$ cat src/rtl/prio_irq_pkg.sv
package prio_irq_pkg;
   localparam int PRIO_W    = 3;
   localparam int NLEVELS   = 1 << PRIO_W;
   localparam int MASK_OFS  = 'h100;
   localparam int CTRL_OFS  = 'h110;
   localparam int ISR_OFS   = 'h1FA;
   localparam int EOI_OFS   = 'h1FC;
   localparam int PEND_BIT  = 7;
   localparam int MASK_BIT  = 6;
   localparam int MAX_SRC   = 64;
   typedef logic [PRIO_W-1:0]  prio_t;
   typedef logic [NLEVELS-1:0] lvl_vec_t;
endpackage

$ cat src/rtl/prio_irq_srcbank.sv
module prio_irq_srcbank
   import prio_irq_pkg::*;
#(
   parameter int NSRC   = 64,
   localparam int NBYTES = NSRC / 8
) (
   input  logic              clk,
   input  logic              rst_n,
   input  logic [NSRC-1:0]   irq_i,
   input  logic [NSRC-1:0]   ctrl_we,
   input  logic [NBYTES-1:0] win_we,
   input  logic [7:0]        wdata,
   input  logic [NSRC-1:0]   ack_clr,
   output logic [NSRC-1:0]   pend,
   output logic [NSRC-1:0]   mask,
   output prio_t             prio [NSRC]
);
   for (genvar n = 0; n < NSRC; n++) begin : g_src
      logic  irq_q, rise, clr;
      logic  pend_q, mask_q;
      prio_t prio_q;

      assign rise = irq_i[n] & ~irq_q;
      assign clr  = (ctrl_we[n] & ~wdata[PEND_BIT]) | ack_clr[n];

      always_ff @(posedge clk) begin
         if (!rst_n) begin
            irq_q  <= 1'b0;
            pend_q <= 1'b0;
            mask_q <= 1'b1;
            prio_q <= '1;
         end else begin
            irq_q  <= irq_i[n];
            pend_q <= rise | (pend_q & ~clr);
            if (ctrl_we[n]) begin
               mask_q <= wdata[MASK_BIT];
               prio_q <= wdata[PRIO_W-1:0];
            end else if (win_we[n/8]) begin
               mask_q <= wdata[n%8];
            end
         end
      end

      assign pend[n] = pend_q;
      assign mask[n] = mask_q;
      assign prio[n] = prio_q;

      assert_edge_pends_R4: assert property (@(posedge clk) disable iff (!rst_n)
         (irq_i[n] && !irq_q) |=> pend_q);
      assert_swclr_R5: assert property (@(posedge clk) disable iff (!rst_n)
         (ctrl_we[n] && !wdata[PEND_BIT] && !rise) |=> !pend_q);
   end
endmodule

$ cat src/rtl/prio_irq_arb.sv
module prio_irq_arb
   import prio_irq_pkg::*;
#(
   parameter int NSRC = 64,
   localparam int ID_W = (NSRC > 1) ? $clog2(NSRC) : 1
) (
   input  logic [NSRC-1:0] pend,
   input  logic [NSRC-1:0] mask,
   input  prio_t           prio [NSRC],
   input  lvl_vec_t        ispr,
   output logic            found,
   output logic [ID_W-1:0] sel_id
);
   prio_t best;

   always_comb begin
      found  = 1'b0;
      sel_id = '0;
      best   = '1;
      for (int i = 0; i < NSRC; i++) begin
         logic     elig;
         lvl_vec_t blockers;
         blockers = lvl_vec_t'({NLEVELS{1'b1}}) >> (prio_t'(NLEVELS-1) - prio[i]);
         elig = pend[i] & ~mask[i] & ((ispr & blockers) == '0);
         if (elig && (!found || prio[i] < best)) begin
            found  = 1'b1;
            best   = prio[i];
            sel_id = ID_W'(i);
         end
      end
   end
endmodule

$ cat src/rtl/prio_irq_isr.sv
module prio_irq_isr
   import prio_irq_pkg::*;
(
   input  logic     clk,
   input  logic     rst_n,
   input  logic     set_en,
   input  prio_t    set_lvl,
   input  logic     eoi,
   output lvl_vec_t ispr
);
   lvl_vec_t isr_q, lowbit, setbit;

   assign lowbit = isr_q & (~isr_q + lvl_vec_t'(1));
   assign setbit = set_en ? (lvl_vec_t'(1) << set_lvl) : '0;

   always_ff @(posedge clk) begin
      if (!rst_n) isr_q <= '0;
      else        isr_q <= (eoi ? (isr_q & ~lowbit) : isr_q) | setbit;
   end

   assign ispr = isr_q;

   assert_ack_marks_R8: assert property (@(posedge clk) disable iff (!rst_n)
      set_en |=> isr_q[$past(set_lvl)]);
   assert_eoi_retires_one_R9: assert property (@(posedge clk) disable iff (!rst_n)
      (eoi && !set_en && isr_q != '0) |=> ($countones(isr_q) == $countones($past(isr_q)) - 1));
endmodule

$ cat src/rtl/prio_irq_ctrl.sv
module prio_irq_ctrl
   import prio_irq_pkg::*;
#(
   parameter int NSRC   = 64,
   parameter int ADDR_W = 12,
   localparam int ID_W   = (NSRC > 1) ? $clog2(NSRC) : 1,
   localparam int NBYTES = NSRC / 8
) (
   input  logic              clk,
   input  logic              rst_n,
   input  logic [NSRC-1:0]   irq_i,
   input  logic              bus_we,
   input  logic [ADDR_W-1:0] bus_addr,
   input  logic [7:0]        bus_wdata,
   output logic [7:0]        bus_rdata,
   input  logic              int_ack,
   output logic              int_req,
   output logic [ID_W-1:0]   int_id
);
   if (NSRC % 8 != 0 || NSRC < 8 || NSRC > MAX_SRC) begin : g_bad_nsrc
      $error("NSRC must be a multiple of 8 between 8 and 64");
   end
   if (ADDR_W < 9) begin : g_bad_addr
      $error("ADDR_W too narrow for the register map");
   end

   logic [NSRC-1:0]   ctrl_we, ack_clr, pend, mask;
   logic [NBYTES-1:0] win_we;
   prio_t             prio [NSRC];
   lvl_vec_t          ispr;
   logic              found, ack, eoi, isr_hit;
   logic [ID_W-1:0]   sel_id, id_q;
   logic              req_q;

   assign ack     = int_ack & req_q;
   assign eoi     = bus_we & (bus_addr == ADDR_W'(EOI_OFS));
   assign isr_hit = (bus_addr == ADDR_W'(ISR_OFS));

   for (genvar n = 0; n < NSRC; n++) begin : g_dec
      assign ctrl_we[n] = bus_we & (bus_addr == ADDR_W'(CTRL_OFS + 2*n));
      assign ack_clr[n] = ack & (id_q == ID_W'(n));
   end
   for (genvar b = 0; b < NBYTES; b++) begin : g_win
      assign win_we[b] = bus_we & (bus_addr == ADDR_W'(MASK_OFS + b));
   end

   prio_irq_srcbank #(.NSRC(NSRC)) u_bank (
      .clk(clk), .rst_n(rst_n), .irq_i(irq_i), .ctrl_we(ctrl_we),
      .win_we(win_we), .wdata(bus_wdata), .ack_clr(ack_clr),
      .pend(pend), .mask(mask), .prio(prio)
   );

   prio_irq_arb #(.NSRC(NSRC)) u_arb (
      .pend(pend), .mask(mask), .prio(prio), .ispr(ispr),
      .found(found), .sel_id(sel_id)
   );

   prio_irq_isr u_isr (
      .clk(clk), .rst_n(rst_n), .set_en(ack), .set_lvl(prio[id_q]),
      .eoi(eoi), .ispr(ispr)
   );

   always_ff @(posedge clk) begin
      if (!rst_n) begin
         req_q <= 1'b0;
         id_q  <= '0;
      end else begin
         req_q <= ack ? 1'b0 : found;
         id_q  <= ack ? id_q : sel_id;
      end
   end

   always_comb begin
      bus_rdata = '0;
      for (int n = 0; n < NSRC; n++) begin
         if (bus_addr == ADDR_W'(CTRL_OFS + 2*n))
            bus_rdata = {pend[n], mask[n], 3'b000, prio[n]};
      end
      for (int b = 0; b < NBYTES; b++) begin
         if (bus_addr == ADDR_W'(MASK_OFS + b))
            bus_rdata = mask[b*8 +: 8];
      end
      if (isr_hit) bus_rdata = ispr;
   end

   assign int_req = req_q;
   assign int_id  = id_q;

   assert_ack_drops_req_R8: assert property (@(posedge clk) disable iff (!rst_n)
      ack |=> !int_req);
   assert_isr_readonly_R10: assert property (@(posedge clk) disable iff (!rst_n)
      (bus_we && isr_hit && !ack) |=> $stable(ispr));
   assert_ack_consumes_R8: assert property (@(posedge clk) disable iff (!rst_n)
      (ack && !irq_i[id_q]) |=> !pend[$past(id_q)]);
endmodule

$ cat config.mk
export PLATFORM = sky130hd
export DESIGN_NAME = prio_irq_ctrl
export DESIGN_NICKNAME = d
export VERILOG_FILES = /design/src/rtl/prio_irq_pkg.sv /design/src/rtl/prio_irq_srcbank.sv /design/src/rtl/prio_irq_arb.sv /design/src/rtl/prio_irq_isr.sv /design/src/rtl/prio_irq_ctrl.sv
export SDC_FILE = /design/constraint.sdc
export NUM_CORES = 2
export LEC_CHECK = 0
export ABC_CLOCK_PERIOD_IN_PS = 132200
export BUFFER_PORTS_ARGS = -buffer_cell sky130_fd_sc_hd__clkbuf_2
export CAP_MARGIN = 20
export CORE_MARGIN = 4
export CORE_UTILIZATION = 40
export DETAILED_ROUTE_END_ITERATION = 10
export PLACE_DENSITY_LB_ADDON = 0.2
export SYNTH_ARGS = -nofsm -noshare
export SYNTH_HDL_FRONTEND = slang
export SYNTH_SLANG_ARGS = --single-unit
$ cat constraint.sdc
create_clock -name clk -period 132.2 [get_ports clk]
set_input_delay 33.05 -clock clk [delete_from_list [all_inputs] [get_ports clk]]
set_output_delay 33.05 -clock clk [all_outputs]
set_load 0.005 [all_outputs]
# == After elaboration in Yosys (flattened, before gate mapping) ==
# Cells that the tools add are included.
# totals
reg_bits,399
# classes
addsub,65
n_lt_le_gt_ge,64
n_eq_ne,137
shifts,65
mux,396
n_bitwise,850
n_reduce_logical,319
# ops
cell,count
== test 12 x 9 -> 1 bit (second input constant),74
2-to-1 mux 8 bit,75
AND 8 bit,66
zero test 8 bit,64
>> shifter 8 x 3 -> 8 bit (first input constant),64
AND 1 bit,458
2-to-1 mux 3 bit,69
inverter 1 bit,194
2-to-1 mux 1 bit,193
== test 6 bit (second input constant),32
2-to-1 mux 6 bit,32
subtractor 3 bit (first input constant),64
less-than comparator 3 bit,63
bitwise OR 1 bit,128
nonzero test 2 bit,64
== test 6 x 5 -> 1 bit (second input constant),16
2-to-1 mux 5 bit,16
logical AND 1 bit,63
zero test 1 bit,63
logical OR 1 bit,63
== test 6 x 4 -> 1 bit (second input constant),8
2-to-1 mux 4 bit,8
== test 6 x 3 -> 1 bit (second input constant),4
binary-select mux 3 bit (select 6 bit),1
11 further kinds,14

# == Depth between registers and ports, before layout ==
# logic_depth
depth_word,258
ltp_mapped,460
depth_no_buf,453

# == Modules after synthesis ==
# Synthesis repeated with hierarchy kept, for this count alone.
# hier_totals
hier_cells,5436
area_unflattened_um2,40237.3
# modules_own_cells
module,instances,cells_per_inst,area_per_inst_um2,seq_area_each_um2
prio_irq_srcbank,1,1626,15996.6,7687.4
prio_irq_arb,1,2581,15915.3,0.0
prio_irq_ctrl,1,1193,7971.4,140.1
prio_irq_isr,1,36,354.1,160.2

# == Worst setup path after synthesis ==
# Ideal clock, no wire load.
# synth_timing
path_kind,flip-flop to flip-flop
startpoint,"register u_isr.isr_q[1], in the netlist u_isr.ispr[1]"
endpoint,"register id_q[4], in the netlist int_id[4]"
t_arrival_ns,76.867
required_ns,132.064
slack_ns,55.197
path_stages_with_launch,431
synth_period_minus_slack_ns,77.003
path_cell_list,dfxtp_1 buf_2 buf_4 clkbuf_1 clkbuf_1 clkbuf_1 a21oi_1 o211ai_1 inv_1 ha_1 a21oi_1 o211a_1 a21oi_1 a21oi_1 mux2i_1 ha_1 o22ai_1 a22oi_2 (+395 left out) nor2_1 a21oi_4 mux2i_1 ha_1 a2111oi_0 nand2_1 mux2i_1 o21ai_0 o31a_1 ha_1 a211oi_1 nand2_1 nor3_1 or2_2 nand2_1 nand2_1 nor4_2 a31oi_1
# synth_between
elab_chain_len,256
# synth_rtl
item,line_no,source
start: declaration,prio_irq_isr.sv:11,"lvl_vec_t isr_q, lowbit, setbit;"
start signal: assignment,prio_irq_isr.sv:18,else isr_q <= (eoi ? (isr_q & ~lowbit) : isr_q) | setbit;
AND 8 bit,prio_irq_arb.sv:24,elig = pend[i] & ~mask[i] & ((ispr & blockers) == '0);
zero test 8 bit,prio_irq_arb.sv:24,
AND 1 bit,prio_irq_arb.sv:24,
2-to-1 mux 3 bit / 2-to-1 mux 1 bit (equally long branches),prio_irq_arb.sv:25,if (elig && (!found || prio[i] < best)) begin
less-than comparator 3 bit / zero test 1 bit (equally long branches),prio_irq_arb.sv:25,
logical OR 1 bit,prio_irq_arb.sv:25,
logical AND 1 bit,prio_irq_arb.sv:25,
2-to-1 mux 3 bit / 2-to-1 mux 1 bit (equally long branches),prio_irq_arb.sv:25,
(+240 left out),-,
less-than comparator 3 bit / zero test 1 bit (equally long branches),prio_irq_arb.sv:25,
logical OR 1 bit,prio_irq_arb.sv:25,
logical AND 1 bit,prio_irq_arb.sv:25,
2-to-1 mux 3 bit / 2-to-1 mux 1 bit (equally long branches),prio_irq_arb.sv:25,
less-than comparator 3 bit / zero test 1 bit (equally long branches),prio_irq_arb.sv:25,
logical OR 1 bit,prio_irq_arb.sv:25,
logical AND 1 bit,prio_irq_arb.sv:25,
2-to-1 mux 6 bit *,prio_irq_arb.sv:25,
end signal: assignment,prio_irq_ctrl.sv:69,id_q <= ack ? id_q : sel_id;
end: declaration,prio_irq_ctrl.sv:32,"logic [ID_W-1:0] sel_id, id_q;"
# Mark *: on every way between the ends. The rest lies on a longest branch, timed or not.
# A chain may end at the register's enable or synchronous reset.

# == Worst setup path in the final report ==
# Ends and elaborated chain as after synthesis.

==> results.md <==
| Step | Item | This run |
|---|---|---|
| status | Run status | completed |
| power and ir drop | Switching portion of total power | 0.257 |
| setup path | Type of element launching the critical path | flop |
| synthesis | Cells after Synth | 5037 |
| sta | Worst clock skew on the final layout | 0.0189 ns |
| clocking | Resize count post-CTS | 0 |
| finish | Core utilization of the finished layout | 0.434 |
| grt | Vias in the first global route | 37200 |
| clocking | Clock Sinks | 399 |
| min path | Class of the worst hold path | reg -> reg |
| floorplan | Die span in x | 303 um |
| synthesis | Count of flip-flops with a built-in enable after synthesis | 0 |
| drt | Count of vias placed by the detailed router | 40600 |
| clocking | Number of buffers inserted for hold repair after clock tree synthesis | 0 |
| synthesis | Synth top area cells | dfxtp_1, nand2_1, nand3_1, o21ai_0, nor2_1 |
| sta | Ratio of final minimum period to clock period | 0.666 |
| clocking | CTS Buf Count | 49 |
| power and ir drop | VDD IR-drop max | 0.00904 mV |
| power and ir drop | Internal Power | 0.208 mW |
| clocking | Number of buffers added for setup after CTS | 0 |
| synthesis | Share of flip-flops with an asynchronous set or reset after synthesis | 0 |
| sta | Highest clock rate | 11.4 MHz |
| synthesis | Post-synthesis register bit count | 399 |
| clocking | Maximum level of the CTS H-tree | 2 |
| floorplan | Effective utilization at floorplan | 0.403 |
| floorplan | Standard cell core area | 86600 um2 |
| floorplan | Cell Rows | 108 |
| setup path | Startpoint of the worst register-to-register path | u_isr.ispr[1] |
| grt | Antenna violations before repair | 5 |
| floorplan | Total Die Area | 92100 um2 |
| finish | Number of inserted filler cells in the final layout | 8920 |
| grt | Total GRT Usage | 0.336 |
| setup path | Flop2flop setup slack | 44.12 ns |
| grt | Pin count of the biggest net entering global routing | 127 |
| sta | Number of failing setup endpoints in the final timing report | 0 |
| drt | Wire length after detailed routing | 160000 um |
| min path | Depth of the worst hold-timing path | 1 |
| sta | Hold Fails Final Rpt | 0 |
| clocking | Later-pin clock latency in the skew report | 0.62 ns |
| sta | Slew @ Worst Pin | 1.25 ns |
| power and ir drop | Leak Pwr | 15.6 nW |
| synthesis | Count of synthesis-stage warnings from yosys | 0 |
| sta | Final Slew Violations | 0 |
| drt | Post-route ant nets | 0 |
| synthesis | Number of distinct standard cells referenced by the synthesized netlist | 134 |
| drt | Initial DRC Count | 5730 |
| drt | Average detailed-routed wire length per instance | 26.3 um |
| drt | Drt first pass iters | 9 |
| setup path | Biggest fanout along the worst timing path | 29 |
| setup path | Delay of the slowest critical-path stage | 0.82 ns |
| power and ir drop | Net switching power figure | 0.0721 mW |
| clocking | Buffer type at the clock tree root | clkbuf_16 |
| min path | Origin of the worst min-delay path | u_bank.g_src[59].irq_q |
| min path | Sink of the worst hold path | u_bank.g_src[59].pend_q |
| finish | Syn-to-layout area delta | 7.72% |
| setup path | Startpoint-to-endpoint class of the critical path | reg -> reg |
| grt | Global routing usage on met3 | 0.0709 |
| grt | Global-route wire length before repair | 240000 um |
| setup path | Most prevalent standard cell on the critical path | ha_1 |
| placed design | Post-DP HPWL | 117000 um |
| synthesis | Library cell occupying the most area in the post-synthesis netlist | dfxtp_1 |
| setup path | WP data required | 132.65 ns |
| setup path | Reg-to-reg endpoint | int_id[4] |
| placed design | Port bufs | 102 |
| synthesis | Synth Net Count | 5190 |
| clocking | CTS tree | yes |
| sta | Relative slew margins | 0.163 |
| synthesis | Area fraction of the dominant cell type after synthesis | 0.229 |
| grt | Busiest layer in global routing | met2 |
| setup path | Slowest cell on the critical path | a2111oi_0 |
| synthesis | Mean area per synthesized cell | 6.93 um2 |
| floorplan | Die Ht | 303 um |
| floorplan | Total I/O pin count | 103 |
| grt | Met2 Track Usage GR | 0.500 |
| grt | M1 GR Usage | 0.457 |
| sta | Setup total negative slack | 0 ns |
| run | Max-cap violations | 0 |
| sta | Unrepaired setup endpoints after global routing | false |
| finish | Area occupied by multi-input gates | 24700 um2 |
| setup path | Worst EP arrival | 88.53 ns |
| drt | Remaining DRCs | 0 |
| sta | Min cycle time layout | 88.08 ns |
| finish | # nets final | 5037 |
| synthesis | Primary FF master, synth | dfxtp_1 |
| grt | Global route total overflow | 0 |
| power and ir drop | Sequential share of power | 0.450 |
| clocking | Clock Pin Slew Worst Setup and Hold Paths | 0.06 ns |
| setup path | Worst Setup End Kind | flop |
| placed design | RD Place Congestion | 1.01 |
| finish | Fraction of final layout cells with drive strength greater than 1 | 0.102 |
| power and ir drop | Logic gate share of total power | 0.051 |
| drt | Detail-routed via count per cell | 6.67 |
| clocking | CTS Buffer Depth | 3 |
| power and ir drop | Cell Pwr Density | 7.45 nW/um2 |
| finish | Flip-flop and latch area | 8000 um2 |
| synthesis | Sequential-to-total area share from yosys stat | 0.229 |
| synthesis | Cell area after synthesis | 34900 um2 |
| setup path | Depth of the most critical reg-to-reg path | 425 |
| power and ir drop | Part of the power in the clock network | 0.498 |
[sequential cells by signal, indices dropped and copies added (netlist names)]
| register | flops |
|---|---|
| u_bank.g_src.prio_q | 192 |
| u_bank.g_src.irq_q | 64 |
| u_bank.g_src.mask_q | 64 |
| u_bank.g_src.pend_q | 64 |
| u_isr.ispr | 8 |
| int_id | 6 |
| int_req | 1 |
[cell type report]
class	instances	area share
Multi-Input combinational cell	4061	0.656
Sequential cell	399	0.213
Tap cell	1155	0.0384
Clock buffer	65	0.0366
Timing Repair Buffer	176	0.0290
Inverter	197	0.0197
Clock inverter	24	0.00685
Antenna cell	5	0.000333
[worst max path at each step]
stage / from / to / slack (ns) / cells past startpoint
after floorplan: u_isr.ispr[1] / int_id[4] / 55.20 / 430
after detailed placement: u_isr.ispr[1] / int_id[4] / 45.40 / 424
after global placement: u_isr.ispr[1] / int_id[4] / 47.76 / 424
final: u_isr.ispr[1] / int_id[4] / 44.12 / 425
after global routing: u_isr.ispr[1] / int_id[4] / 35.92 / 420
after CTS: u_isr.ispr[1] / int_id[4] / 45.13 / 424
[power groups by stage]
stage / logic [mW] / registers (mW) / clock network [mW]
floorplan: 0.00798 / 0.127 / 0
global placement: 0.0139 / 0.129 / 0
detailed placement: 0.0139 / 0.129 / 0
CTS: 0.0139 / 0.126 / 0.140
global route: 0.0152 / 0.126 / 0.145
finish: 0.0144 / 0.126 / 0.140
[through the flow]
step,total power [mW],cell area (um2),std cells,worst slack [ns],hold WS [ns]
floorplan,0.135,34900,5037,55.20,0.388
global placement,0.143,35900,5987,47.76,0.390
detailed placement,0.143,35900,5987,45.40,0.396
CTS,0.280,37600,6076,45.13,0.402
global route,0.287,37600,6078,35.92,0.416
finish,0.280,37600,6082,44.12,0.404
[Yosys cell counts (40+ instances only)]
| cell | n |
|---|---|
| a21o_1 | 102 |
| a21oi_1 | 299 |
| a221oi_1 | 40 |
| a22oi_1 | 89 |
| a31oi_1 | 56 |
| and2_1 | 49 |
| buf_1 | 58 |
| buf_2 | 41 |
| clkbuf_1 | 248 |
| dfxtp_1 | 399 |
| ha_1 | 65 |
| inv_1 | 196 |
| mux4_2 | 63 |
| nand2_1 | 882 |
| nand2b_1 | 75 |
| nand3_1 | 487 |
| nand4_1 | 82 |
| nor2_1 | 417 |
| nor3_1 | 86 |
| o2111ai_1 | 70 |
| o211ai_1 | 62 |
| o21ai_0 | 356 |
| o22ai_1 | 45 |
[worst max-delay path: cells and delay by family (launching register included)]
kind,cells,cell delay (ns)
buffers and inverters,26,2.28
adder cells (fa/ha/maj),62,16.01
flip-flops,1,0.76
multiplexers,34,9.21
AO/OA/AOI/OAI,179,37.74
AND/OR/NAND/NOR,124,21.76
[layout by cell type (no fill, tap or decap), drive strengths merged, types with 41 or more instances in the layout]
cell type  netlist  routed
o22ai           45      45
mux4            63      63
a22oi           91      91
nand3          488     488
o211ai          69      69
nand2b          75      75
nor2           418     418
buf            127      78
a221oi          45      45
and2            52      52
clkbuf         253     163
inv            196     197
a31oi           59      59
a21oi          309     309
nor3            87      87
ha              65      65
a21o           103     103
nand2          883     883
dfxtp          399     399
o2111ai         70      70
mux2i           41      41
o21ai          381     381
nand4           82      82
or2             47      47
[per-layer routing]
metal | part of all wire | routed length (um)
met5 | 0.00014 | 22
met4 | 0.062 | 9920
met3 | 0.11 | 18000
met2 | 0.42 | 66600
met1 | 0.41 | 65600
[cells by family after synthesis]
logic type      Yosys count  synth area share
simple gates           2281             0.299
fa+ha+maj                80            0.0276
compound gates         1572             0.317
flops                   399             0.229
mux                     128            0.0606
buf+inv                 577            0.0670
No activity file was read; power rests on OpenSTA's default activity.
